File: config.mk
export PLATFORM = sky130hd
export DESIGN_NAME = pwm_shadow_ctrl
export DESIGN_NICKNAME = d
export VERILOG_FILES = /design/src/rtl/pwm_shadow_pkg.sv /design/src/rtl/pwm_mode_reg.sv /design/src/rtl/pwm_sync_tracker.sv /design/src/rtl/pwm_shadow_slot.sv /design/src/rtl/pwm_shadow_ctrl.sv
export SDC_FILE = /design/constraint.sdc
export NUM_CORES = 1
export LEC_CHECK = 0
export ABC_AREA = 1
export BUFFER_PORTS_ARGS = -buffer_cell sky130_fd_sc_hd__buf_2
export CORE_ASPECT_RATIO = 1.25
export CORE_UTILIZATION = 35
export DETAILED_ROUTE_END_ITERATION = 16
export HOLD_SLACK_MARGIN = 0.03
export PLACE_DENSITY_LB_ADDON = 0.3
export SLEW_MARGIN = 20
export SYNTH_ARGS = -nofsm -noshare
export SYNTH_HDL_FRONTEND = slang
export SYNTH_SLANG_ARGS = --single-unit
File: constraint.sdc
create_clock -name clk -period 1.4 [get_ports clk]
set_input_delay 0.28 -clock clk [delete_from_list [all_inputs] [get_ports clk]]
set_output_delay 0.28 -clock clk [all_outputs]
set_load 0.01 [all_outputs]
File: src/rtl/pwm_shadow_pkg.sv
package pwm_shadow_pkg;

    localparam int NUM_SLOTS = 4;
    localparam int SEL_W     = 3;
    localparam int MODE_W    = 8;

    localparam logic [SEL_W-1:0] SEL_LOAD   = 3'd0;
    localparam logic [SEL_W-1:0] SEL_CMPA   = 3'd1;
    localparam logic [SEL_W-1:0] SEL_CMPB   = 3'd2;
    localparam logic [SEL_W-1:0] SEL_ACTION = 3'd3;
    localparam logic [SEL_W-1:0] SEL_MODE   = 3'd4;

    typedef enum logic [1:0] {
        UPD_IMM    = 2'd0,
        UPD_LOCAL  = 2'd1,
        UPD_GLOBAL = 2'd2
    } upd_mode_e;

    typedef struct packed {
        logic [1:0] action_pol;
        logic       cmpb_glob;
        logic       cmpa_glob;
        logic       load_glob;
    } mode_fields_t;

    function automatic mode_fields_t unpack_mode(input logic [MODE_W-1:0] w);
        mode_fields_t f;
        f.action_pol = w[7:6];
        f.cmpb_glob  = w[5];
        f.cmpa_glob  = w[4];
        f.load_glob  = w[3];
        return f;
    endfunction

    function automatic upd_mode_e one_bit_mode(input logic glob);
        return glob ? UPD_GLOBAL : UPD_LOCAL;
    endfunction

    function automatic upd_mode_e action_mode(input logic [1:0] pol);
        upd_mode_e m;
        case (pol)
            2'd2:    m = UPD_LOCAL;
            2'd3:    m = UPD_GLOBAL;
            default: m = UPD_IMM;
        endcase
        return m;
    endfunction

    function automatic upd_mode_e slot_mode(input mode_fields_t f, input int idx);
        upd_mode_e m;
        case (idx)
            0:       m = one_bit_mode(f.load_glob);
            1:       m = one_bit_mode(f.cmpa_glob);
            2:       m = one_bit_mode(f.cmpb_glob);
            default: m = action_mode(f.action_pol);
        endcase
        return m;
    endfunction

endpackage

File: src/rtl/pwm_mode_reg.sv
module pwm_mode_reg
    import pwm_shadow_pkg::*;
(
    input  logic              clk,
    input  logic              rst,
    input  logic              wr_hit,
    input  logic [MODE_W-1:0] wr_word,
    output logic [MODE_W-1:0] mode_word
);
    always_ff @(posedge clk) begin
        if (rst) begin
            mode_word <= '0;
        end else if (wr_hit) begin
            mode_word <= wr_word;
        end
    end
endmodule

File: src/rtl/pwm_sync_tracker.sv
module pwm_sync_tracker (
    input  logic clk,
    input  logic rst,
    input  logic sync_req,
    input  logic cnt_zero,
    output logic pending
);
    always_ff @(posedge clk) begin
        if (rst) begin
            pending <= 1'b0;
        end else begin
            pending <= sync_req | (pending & ~cnt_zero);
        end
    end
endmodule

File: src/rtl/pwm_shadow_slot.sv
module pwm_shadow_slot
    import pwm_shadow_pkg::*;
#(
    parameter int DATA_W = 16
) (
    input  logic              clk,
    input  logic              rst,
    input  logic              wr_hit,
    input  logic [DATA_W-1:0] wr_data,
    input  upd_mode_e         mode,
    input  logic              cnt_zero,
    input  logic              sync_pend,
    output logic [DATA_W-1:0] active_o
);
    logic [DATA_W-1:0] shadow_q;
    logic              dirty_q;
    logic              gate_ok;
    logic              xfer;

    assign gate_ok = (mode != UPD_GLOBAL) | sync_pend;
    assign xfer    = cnt_zero & dirty_q & gate_ok;

    always_ff @(posedge clk) begin
        if (rst) begin
            shadow_q <= '0;
            active_o <= '0;
            dirty_q  <= 1'b0;
        end else if (wr_hit) begin
            shadow_q <= wr_data;
            if (mode == UPD_IMM) begin
                active_o <= wr_data;
                dirty_q  <= 1'b0;
            end else begin
                dirty_q  <= 1'b1;
            end
        end else if (xfer) begin
            active_o <= shadow_q;
            dirty_q  <= 1'b0;
        end
    end
endmodule

File: src/rtl/pwm_shadow_ctrl.sv
module pwm_shadow_ctrl
    import pwm_shadow_pkg::*;
#(
    parameter int DATA_W = 16
) (
    input  logic              clk,
    input  logic              rst,
    input  logic              wr_en,
    input  logic [2:0]        wr_sel,
    input  logic [DATA_W-1:0] wr_data,
    input  logic              sync_req,
    input  logic              cnt_zero,
    output logic [DATA_W-1:0] load_act,
    output logic [DATA_W-1:0] cmpa_act,
    output logic [DATA_W-1:0] cmpb_act,
    output logic [DATA_W-1:0] action_act,
    output logic              sync_pending
);
    logic [MODE_W-1:0] mode_q;
    mode_fields_t      fields;
    logic [DATA_W-1:0] act_q [NUM_SLOTS];

    assign fields = unpack_mode(mode_q);

    pwm_mode_reg u_mode (
        .clk       (clk),
        .rst       (rst),
        .wr_hit    (wr_en && (wr_sel == SEL_MODE)),
        .wr_word   (wr_data[MODE_W-1:0]),
        .mode_word (mode_q)
    );

    pwm_sync_tracker u_sync (
        .clk      (clk),
        .rst      (rst),
        .sync_req (sync_req),
        .cnt_zero (cnt_zero),
        .pending  (sync_pending)
    );

    for (genvar g = 0; g < NUM_SLOTS; g++) begin : g_slot
        localparam logic [SEL_W-1:0] MY_SEL = SEL_W'(g);
        upd_mode_e slot_pol;
        assign slot_pol = slot_mode(fields, g);

        pwm_shadow_slot #(.DATA_W(DATA_W)) u_slot (
            .clk       (clk),
            .rst       (rst),
            .wr_hit    (wr_en && (wr_sel == MY_SEL)),
            .wr_data   (wr_data),
            .mode      (slot_pol),
            .cnt_zero  (cnt_zero),
            .sync_pend (sync_pending),
            .active_o  (act_q[g])
        );
    end

    assign load_act   = act_q[0];
    assign cmpa_act   = act_q[1];
    assign cmpb_act   = act_q[2];
    assign action_act = act_q[3];
endmodule

==> metrics.cfg, run 1 <==
[synthesis]
syn_nets = 767
synth-seq-area-share_pct = 51.37
synth_fa_ha_area_share_pct = 0
yosysWarnings = 0
yosys-top-cells-area = dfxtp_1 (51%), nand2_1 (12%), inv_1 (9.4%), a21oi_1 (6.9%), nor2_1 (4.8%)
synth_edf_count = 0
async_reset_ff_share_pct = 0
synth_ff_type = dfxtp_1
synth_top_family_by_area = simple AND/OR/NAND/NOR gates
synth_most_common_cell = nand2_1
synth_top_cell_by_area = dfxtp_1
synth_xor_area_share_pct = 0
synth.area.mux_share_pct = 0
yosysUniqueCellTypes = 25
netlist_top_cells_count = nand2_1 (170), dfxtp_1 (138), inv_1 (135)
avgSynthCellArea_um2 = 7.238
synth_compound_area_share_pct = 11.94
synth-simple-area-share_pct = 23.85
yosys_register_bits = 138
yosys.area.top_type_share_pct = 51.37
synth_area_um2 = 5378
synth_cells = 743

[setup_path]
r2r_cells = 7
r2r-start = u_sync.pending
crit_start = u_sync.pending
crit_required_ps = 1710
endpoint = g_slot[1].u_slot.active_o[14]
reg2reg_to = g_slot[1].u_slot.active_o[14]
arrival_ps = 1590
worstSetupEndpointType = flop
start_kind = flop
r2r_slack_ps = 120
worstPathMaxFanout = 16
worstSetupPathType = flop to flop

[pwr]
p_per_area_nw_per_um2 = 1309
ir_drop_uv = 896.3
leakage_uw = 0.003643
fin_total_pwr_uw = 8967

[floorplan]
die_area_um2 = 15870
start_util_pct = 35.82
io_pins = 89
die_h_um = 140.6
row_count = 50
die_width_um = 112.9
coreArea_um2 = 15010

[sta]
slew_violations = 0
rsz0062_at_grt = no
setup_violations = 0
hold_viol_final = 0
fin_crit_sh_pct = 91.74
slew_headroom_pct = 73.58
max_freq_mhz = 778.6
period_needed_ps = 1284
finClkSkew_ps = 6.984
tightest_slew_ps = 396.3

[layout]
antenna_cells = 0
layout.nets = 876
drive_gt1_share_pct = 20.12
area_growth_pct = 27.36
fin_cells = 1047

[hold_path]
min_path_cells = 3
hold_class = primary input to flop

[outcome]
outcome = completed

[clock_network]
cts_tree = yes
path_clk_slew_ps = 60
htree_levels = 4
cts_buffer_depth = 2
cts_hold_buf = 0
clkLatencyLatePin_ps = 410
clkSinkCount = 138
cts_buffers = 17
root_buffer = clkbuf_16

[global_route]
gr-total-overflow = 0
grt_pass1_vias = 4146
antenna_found_initial = 0
grt_pass1_wl_um = 21290
grt_use_total_pct = 17.55
grt_max_degree = 50

[placement]
dp.cells = 1013
gp_congestion = 0.7644
io_buffers = 88
dpl.hpwl_um = 9427

[route]
via_per_inst = 4.415
dr.pass1.iters = 4
routed_wl_um = 13280
drt_iter0_drc = 216
dr_total_vias = 4623
ant_nets = 0
wl_per_cell_um = 12.69
drcViolationCount = 0

[job]
drv_cap = 0

area by class of cell:
| cell class | instances | area [um^2] |
|---|---|---|
| clock inverters | 13 | 118.9 |
| inverters | 139 | 521.8 |
| fillers | 1589 | 8165 |
| clock buffers | 19 | 442.9 |
| repair buffers | 126 | 843.3 |
| well taps | 182 | 227.7 |
| multi-input cells | 430 | 1932 |
| flip-flops and latches | 138 | 2763 |
report_power, final:
group          switching, uW  leakage (uW)  internal, uW
Combinational            414       0.00226           246
Clock                   1710      0.000266          2500
Sequential              47.0       0.00112          4050
cells by family (layout without fill, tap and decap cells):
| kind of cell | Yosys count | in the layout |
|---|---|---|
| AO/OA/AOI/OAI | 128 | 128 |
| flip-flops | 138 | 138 |
| buffers and inverters | 175 | 297 |
| AND/OR/NAND/NOR | 302 | 302 |
critical path, cell delays in order, from the launching register on:
cell,delay [ps]
dfxtp_1,380
inv_1,140
nand2_1,90
nand4_1,70
buf_4,170
clkbuf_16,170
nor2_1,100
nor2_1,50
layer usage:
layer / share of wire [%] / track usage, % / vias up
li1: - / - / 2473
met1: 46 / 22.21 / 2051
met2: 49 / 28.65 / 87
met3: 3.7 / 4.729 / 12
met4: 1.3 / 6.371 / 0
met5: 0 / 0 / -
sequential cells by signal, indices dropped and copies added (netlist names):
signal	count
g_slot.u_slot.shadow_q	64
u_mode.mode_word	5
g_slot.u_slot.active_o	64
g_slot.u_slot.dirty_q	4
u_sync.pending	1
worst min path at each step:
stage,endpoint,slack [ps],startpoint
6_report,u_sync.pending,130,sync_req
5_1_grt,u_sync.pending,130,sync_req
4_1_cts,u_sync.pending,100,sync_req
3_5_place_dp,g_slot[3].u_slot.dirty_q,440,g_slot[3].u_slot.dirty_q
3_3_place_gp,g_slot[3].u_slot.dirty_q,430,g_slot[3].u_slot.dirty_q
2_1_floorplan,u_sync.pending,400,sync_req
cells in the final DEF (no fill, tap or decap), drive strengths merged, types with 2 or more instances in the layout:
master / n
clkinv: 5
nand3: 35
buf: 125
inv: 142
and2: 16
nand2: 175
o21ai: 53
dfxtp: 138
clkbuf: 20
nor3: 3
nand4: 2
clkinvlp: 4
nor2: 71
a21oi: 74
repair_timing:
action,in CTS,in global routing
gates resized for setup,0,2
setup endpoints to repair,0,8
setup buffers,0,1
stage by stage:
step	worst slack (ps)	hold WS, ps	TNS [ps]	cell area, um^2	utilization (%)
finish	115.6	126.6	0	6849	45.62
global route	0.06839	133.0	0	6849	45.62
CTS	82.24	102.4	0	6809	45.35
detailed placement	-41.60	440.2	-347.6	6247	41.61
global placement	-38.12	433.5	-99.05	6247	41.61
floorplan	38.30	400.7	0	5378	-
No activity file was read; power rests on OpenSTA's default activity.
==> run 2, diff against run 1 <==
--- a/config.mk
+++ b/config.mk
@@ -7,6 +7,9 @@
 export LEC_CHECK = 0
 export ABC_AREA = 1
 export BUFFER_PORTS_ARGS = -buffer_cell sky130_fd_sc_hd__buf_2
+export CAP_MARGIN = 0
+export CELL_PAD_IN_SITES_DETAIL_PLACEMENT = 0
+export CELL_PAD_IN_SITES_GLOBAL_PLACEMENT = 1
 export CORE_ASPECT_RATIO = 1.25
 export CORE_UTILIZATION = 35
 export DETAILED_ROUTE_END_ITERATION = 16
==> run 2 against run 1 <==
Effect of this change:
- critical endpoint is now g_slot[2].u_slot.active_o[15]
- sequential power is essentially flat
- largest cell class unchanged
- clock skew grew 1.5 ps
- combinational power is essentially flat
==> metrics.cfg, run 2 (same netlist as run 1, synthesis figures left out) <==
[outcome]
outcome = completed

[pwr]
switching_power_uw = 2134  ; -1.8%
seqPwrFrac_pct = 41.6  ; -4.1 points
pwr-share-comb_pct = 6.7  ; -0.7 points
p_per_area_nw_per_um2 = 1434  ; +9.5%
leakage_uw = 0.003655  ; +0.33%
p_int_uw = 7731  ; +14%
ir_drop_uv = 721.1  ; -20%
sw_frac_of_total_pct = 21.63  ; -2.6 points
clkPwrFrac_pct = 51.7  ; +4.8 points
fin_total_pwr_uw = 9865  ; +10%

[sta]
slew_violations = 0  ; unchanged
setup_violations = 0  ; unchanged
tightest_slew_ps = 388.3  ; -8.007 ps
period_needed_ps = 1299  ; +14.59 ps
setup_slack_ps = 101.1  ; -14.59 ps
fin_crit_sh_pct = 92.78  ; +1.0 points
finClkSkew_ps = 8.523  ; +1.539 ps
hold_ws_ps = 113.3  ; -13.23 ps
max_freq_mhz = 769.9  ; -1.1%
rsz0062_at_grt = no
hold_viol_final = 0  ; unchanged
slew_headroom_pct = 74.11  ; +0.53 points

[layout]
layout.nets = 865  ; -1.3%
top_regs = g_slot.u_slot.active_o (64), g_slot.u_slot.shadow_q (64), u_mode.mode_word (5)
fillers = 1515  ; -4.7%
layout_common_cells = nand2_1 (170), dfxtp_1 (138), inv_1 (135), buf_2 (88), a21oi_1 (74)
area_growth_pct = 27.94
layout_commonest_cell = nand2_1
finalInstanceArea_um2 = 6880  ; +0.46%
antenna_cells = 0  ; unchanged
drive_gt1_share_pct = 18.74  ; -1.4 points

[clock_network]
htree_levels = 4  ; unchanged
cts_tree = yes
post_cts_buffers = 0  ; unchanged
path_clk_slew_ps = 60  ; about the same
cts_hold_buf = 0  ; unchanged
clkSinkCount = 138  ; unchanged
cts-resized-gates = 0  ; unchanged
cts_buffer_depth = 2  ; unchanged
root_buffer = clkbuf_16
cts_buffers = 17  ; unchanged
clkLatencyLatePin_ps = 420  ; about the same

[route]
dr_total_vias = 4726  ; +2.2%
dr.pass1.iters = 4  ; unchanged
routed_wl_um = 14040  ; +5.7%
via_per_inst = 4.562  ; +3.3%
wl_per_cell_um = 13.55  ; +6.8%
ant_nets = 0  ; unchanged
drcViolationCount = 0  ; unchanged
drt_iter0_drc = 270  ; +25%

[floorplan]
die_area_um2 = 15870  ; unchanged
die_h_um = 140.6  ; unchanged
io_pins = 89  ; unchanged
die_width_um = 112.9  ; unchanged
row_count = 50  ; unchanged
coreArea_um2 = 15010  ; unchanged
start_util_pct = 35.82  ; unchanged

[global_route]
grt_pass1_wl_um = 22440  ; +5.4%
antenna_found_initial = 0  ; unchanged
grt_pass1_vias = 4476  ; +8.0%
grt_max_degree = 36  ; -28%
gr-total-overflow = 0  ; unchanged
grt_use_total_pct = 18.57  ; +1.0 points

[setup_path]
start_kind = flop
worstSetupEndpointType = flop
crit_required_ps = 1680  ; -30 ps
worstPathMaxFanout = 17  ; +1
worstSetupPathType = flop to flop
arrival_ps = 1580  ; about the same

[hold_path]
hold_class = primary input to flop

[placement]
placed_cell_area_um2 = 6205  ; -0.68%
dpl.hpwl_um = 10120  ; +7.3%
dpl_worst_slack_ps = -65.97  ; -24.37 ps
gp_congestion = 0.7757  ; +1.5%
io_buffers = 88  ; unchanged

[job]
drv_cap = 0  ; unchanged

[run 2: cell count changes in the layout (fill, tap and decap cells not counted), sizes merged]
cell      before  now
buf          125  115
bufinv         1    6
clkbuf        20   21
clkinv         5    3
clkinvlp       4    1
inv          142  140
[run 2: per-stage QoR]
step,setup TNS [ps],std cells,utilization [%]
6_report,0,1036,45.82
4_1_cts,0,1036,45.82
3_3_place_gp,-176.3,1004,41.33
2_1_floorplan,0,743,-
5_1_grt,0,1036,45.82
3_5_place_dp,-429.4,1004,41.33
[run 2: final timing paths]
kind | from | endpoint | slack, ps | depth (start not counted)
setup / recovery | u_sync.pending | g_slot[2].u_slot.active_o[15] | 100 | 5
hold / removal | sync_req | u_sync.pending | 110 | 3
setup reg to reg | u_sync.pending | g_slot[2].u_slot.active_o[15] | 100 | 5
hold reg to reg | g_slot[3].u_slot.dirty_q | g_slot[3].u_slot.dirty_q | 440 | 2
[run 2: layer usage]
layer | vias up | global-route usage [%] | share of wire, %
met3 | 15 | 3.998 | 4.3
met5 | - | 0 | 0
met4 | 0 | 6.717 | 1.7
li1 | 2457 | - | -
met2 | 85 | 34.05 | 52
met1 | 2169 | 21.05 | 42
[run 2: power groups by stage]
stage | sequential, uW | clock [uW] | combinational (uW)
after detailed placement | 4190 | 0 | 672
after CTS | 4100 | 5180 | 676
after floorplan | 4200 | 0 | 354
after global placement | 4180 | 0 | 661
after global routing | 4110 | 5370 | 747
final | 4100 | 5100 | 663
[run 2: critical path: stages (launching register included)]
cell     delay (ps)
dfxtp_1         360
inv_1           110
a21oi_1         180
nand2_2         110
inv_2           280
a21oi_1         130
[run 2: cell type report]
class | instances | area [um^2] | area share [%]
Timing Repair Buffer | 115 | 768.2 | 11.17
Sequential cell | 138 | 2763 | 40.15
Multi-Input combinational cell | 430 | 1924 | 27.97
Tap cell | 182 | 227.7 | 3.310
Clock buffer | 21 | 460.4 | 6.692
Inverter | 139 | 521.8 | 7.583
Clock inverter | 11 | 215.2 | 3.128
==> run 3, diff against run 2 <==
--- a/config.mk
+++ b/config.mk
@@ -5,13 +5,14 @@
 export SDC_FILE = /design/constraint.sdc
 export NUM_CORES = 1
 export LEC_CHECK = 0
-export ABC_AREA = 1
+export ABC_AREA = 0
 export BUFFER_PORTS_ARGS = -buffer_cell sky130_fd_sc_hd__buf_2
 export CAP_MARGIN = 0
 export CELL_PAD_IN_SITES_DETAIL_PLACEMENT = 0
 export CELL_PAD_IN_SITES_GLOBAL_PLACEMENT = 1
 export CORE_ASPECT_RATIO = 1.25
 export CORE_UTILIZATION = 35
+export CTS_BUF_LIST = sky130_fd_sc_hd__clkbuf_16
 export DETAILED_ROUTE_END_ITERATION = 16
 export HOLD_SLACK_MARGIN = 0.03
 export PLACE_DENSITY_LB_ADDON = 0.3
==> run 3 against run 2 <==
Effect of this change:
- critical path depth stayed put
- clock skew about the same
- maximum frequency is 1.1% higher
- register-to-register slack is essentially flat
- non-clock buffer count is 2 higher
- setup slack better by 14 ps
- clock power shrank 12%
- synthesized cell count is 29% lower
- via count is 16% lower
- critical endpoint is now g_slot[3].u_slot.active_o[5]
- largest power group unchanged
==> metrics.cfg, run 3 <==
[setup_path]
arrival_ps = 1610  ; +30 ps
critPathMaxStageDelay_ps = 310  ; -50 ps
worstSetupEndpointType = flop
crit_family = compound AO/OA/AOI/OAI gates
crit_required_ps = 1720  ; +40 ps
cp_cell_sequence = nor2b_2 > o21ai_2 > buf_12 > a21oi_1 > a311oi_2
slowest_stage = dfxtp_1
start_kind = flop
worstSetupPathType = flop to flop
cp_num_buf_inv = 1  ; -1
worstPathMaxFanout = 17  ; unchanged

[hold_path]
hold_class = primary input to flop

[placement]
placed_cell_area_um2 = 5728  ; -7.7%
io_buffers = 88  ; unchanged
dp.cells = 775  ; -23%
gp_congestion = 0.7583  ; -2.2%
dpl.hpwl_um = 8233  ; -19%

[route]
wl_met2_um = 6186  ; -15%
drcViolationCount = 0  ; unchanged
dr_total_vias = 3962  ; -16%
drt_iter0_drc = 115  ; -57%
dr.pass1.iters = 4  ; unchanged
wl_met1_um = 5834  ; -2.1%
wl_met3_um = 539  ; -9.7%
routed_wl_um = 12910  ; -8.0%
wl_per_cell_um = 15.90  ; +17%
ant_nets = 0  ; unchanged
via_per_inst = 4.879  ; +7.0%
dr.max_layer_used = met4

[global_route]
grt_pass1_vias = 3691  ; -18%
grt_use_total_pct = 18.14  ; -0.43 points
gr-total-overflow = 0  ; unchanged
antenna_found_initial = 0  ; unchanged
grt_pass1_wl_um = 19900  ; -11%
grt_max_degree = 44  ; +22%

[clock_network]
cts_hold_buf = 0  ; unchanged
htree_levels = 4  ; unchanged
clkSinkCount = 138  ; unchanged
cts_buffer_depth = 2  ; unchanged
path_clk_slew_ps = 60  ; about the same
root_buffer = clkbuf_16
cts_tree = yes
cts_buffers = 17  ; unchanged
clkLatencyLatePin_ps = 410  ; about the same

[sta]
finClkSkew_ps = 8.778  ; +0.2541 ps
setup_violations = 0  ; unchanged
tightest_slew_ps = 389.1  ; +0.7432 ps
tns_ps = 0  ; unchanged
slew_violations = 0  ; unchanged
fin_crit_sh_pct = 91.81  ; -0.97 points
slew_headroom_pct = 74.02  ; -0.089 points
hold_viol_final = 0  ; unchanged
period_needed_ps = 1285  ; -13.57 ps
max_freq_mhz = 778.0  ; +1.1%
rsz0062_at_grt = no

[pwr]
leakage_uw = 0.002603  ; -29%
p_per_area_nw_per_um2 = 1382  ; -3.6%
ir_drop_uv = 721.1  ; about the same

[job]
drv_cap = 0  ; unchanged

[floorplan]
die_area_um2 = 14650  ; -7.7%
start_util_pct = 35.90  ; +0.080 points
die_h_um = 135.1  ; -3.9%
row_count = 48  ; -4.0%
io_pins = 89  ; unchanged
coreArea_um2 = 13810  ; -8.0%
die_width_um = 108.5  ; -3.9%

[layout]
fin_util_pct = 47.16  ; +1.3 points
area_growth_pct = 31.39
layout_commonest_cell = dfxtp_1
multiInputGateArea_um2 = 2128  ; +11%
drive_gt1_share_pct = 26.37  ; +7.6 points
finalInstanceArea_um2 = 6515  ; -5.3%
regArea_um2 = 2766  ; +0.14%
layout_common_cells = dfxtp_1 (137), nand2_1 (103), buf_2 (87), nor2_1 (72), mux2i_1 (69)
layout.nets = 648  ; -25%
fillers = 1331  ; -12%
antenna_cells = 0  ; unchanged
fin_cells = 812  ; -22%
top_regs = g_slot.u_slot.active_o (64), g_slot.u_slot.shadow_q (64), u_mode.mode_word (5)

[synthesis]
yosys-top-cells-area = dfxtp_1 (56%), mux2i_1 (14%), nand2_1 (7.8%), a21oi_1 (6.9%), nor2_1 (5.5%)
synth-seq-area-share_pct = 55.72  ; +4.3 points
syn_nets = 549  ; -28%
yosys_register_bits = 138  ; unchanged
synth_area_um2 = 4959  ; -7.8%
synth_top_cell_by_area = dfxtp_1
synth_ff_type = dfxtp_1
yosys.area.top_type_share_pct = 55.72  ; +4.3 points
netlist_top_cells_count = dfxtp_1 (138), nand2_1 (103), nor2_1 (72)
synth_most_common_cell = dfxtp_1
yosysUniqueCellTypes = 23  ; -8.0%
avgSynthCellArea_um2 = 9.445  ; +30%
synth_cells = 525  ; -29%
async_reset_ff_share_pct = 0  ; unchanged
yosysWarnings = 0  ; unchanged
synth_edf_count = 0  ; unchanged

[outcome]
outcome = completed

run 3: changes by cell type after synthesis, moves of 5 or more:
cell,previous run,this run
and2_1,16,0
o21ai_1,5,0
nor2b_1,0,5
a21oi_1,74,68
nand3_1,33,0
clkbuf_1,16,23
o21ai_0,48,3
nand2_1,170,103
inv_1,135,1
a311oi_1,0,16
nand2_2,5,0
mux2i_1,0,69
run 3: cell type report:
cell class              instances  share of cell area [%]
flip-flops and latches        138                   42.46
multi-input cells             349                   32.67
repair buffers                117                   12.25
clock buffers                  17                   6.530
well taps                     175                   3.361
clock inverters                15                   2.669
inverters                       1                 0.05761
run 3: worst register-to-register path, cell delays in order, from the launching register on:
cell and delay [ps]:
dfxtp_1 310, nor2b_2 150, o21ai_2 210, buf_12 180, a21oi_1 100, a311oi_2 250
run 3: per-layer routing:
metal	up-vias	track usage (%)
li1	1980	-
met1	1873	23.63
met2	93	27.88
met3	16	4.440
met4	0	8.859
met5	-	0
run 3: final timing paths:
check / from / to / slack (ps) / cells past startpoint
max reg2reg: u_mode.mode_word[6] / g_slot[3].u_slot.active_o[5] / 110 / 5
min reg2reg: g_slot[1].u_slot.shadow_q[1] / g_slot[1].u_slot.shadow_q[1] / 450 / 2
min: sync_req / u_sync.pending / 120 / 3
max: u_mode.mode_word[6] / g_slot[3].u_slot.active_o[5] / 110 / 5
run 3: stage by stage:
stage / total power [uW] / setup WS [ps] / hold slack, ps
detailed placement: 4558 / -617.7 / 447.9
floorplan: 4341 / -181.4 / 397.4
global route: 9298 / 24.57 / 151.1
CTS: 9065 / 13.23 / 107.5
finish: 9001 / 114.6 / 115.9
global placement: 4550 / -550.2 / 441.8
run 3: kinds of logic (layout without fill, tap and decap cells):
logic type             count (synthesis)  count (layout)  share of synthesized area, %
buffers and inverters                 38             150                         3.482
AOI/OAI and AO/OA                     89              89                         10.32
DFF                                  138             138                         55.72
and+or+nand+nor                      191             191                         16.55
muxes                                 69              69                         13.93
run 3: report_power, final:
part	switching, uW	internal [uW]
sequential	34.3	3990
clock	1710	2800
combinational	293	175
total	2030	6970
run 3: what timing repair did:
action	in CTS	in global routing
gates cloned	0	2
pin swaps	3	3
gates resized for setup	1	16
buffers inserted	3	1
endpoints found under the setup margin	60	11
hold endpoints to repair	0	0
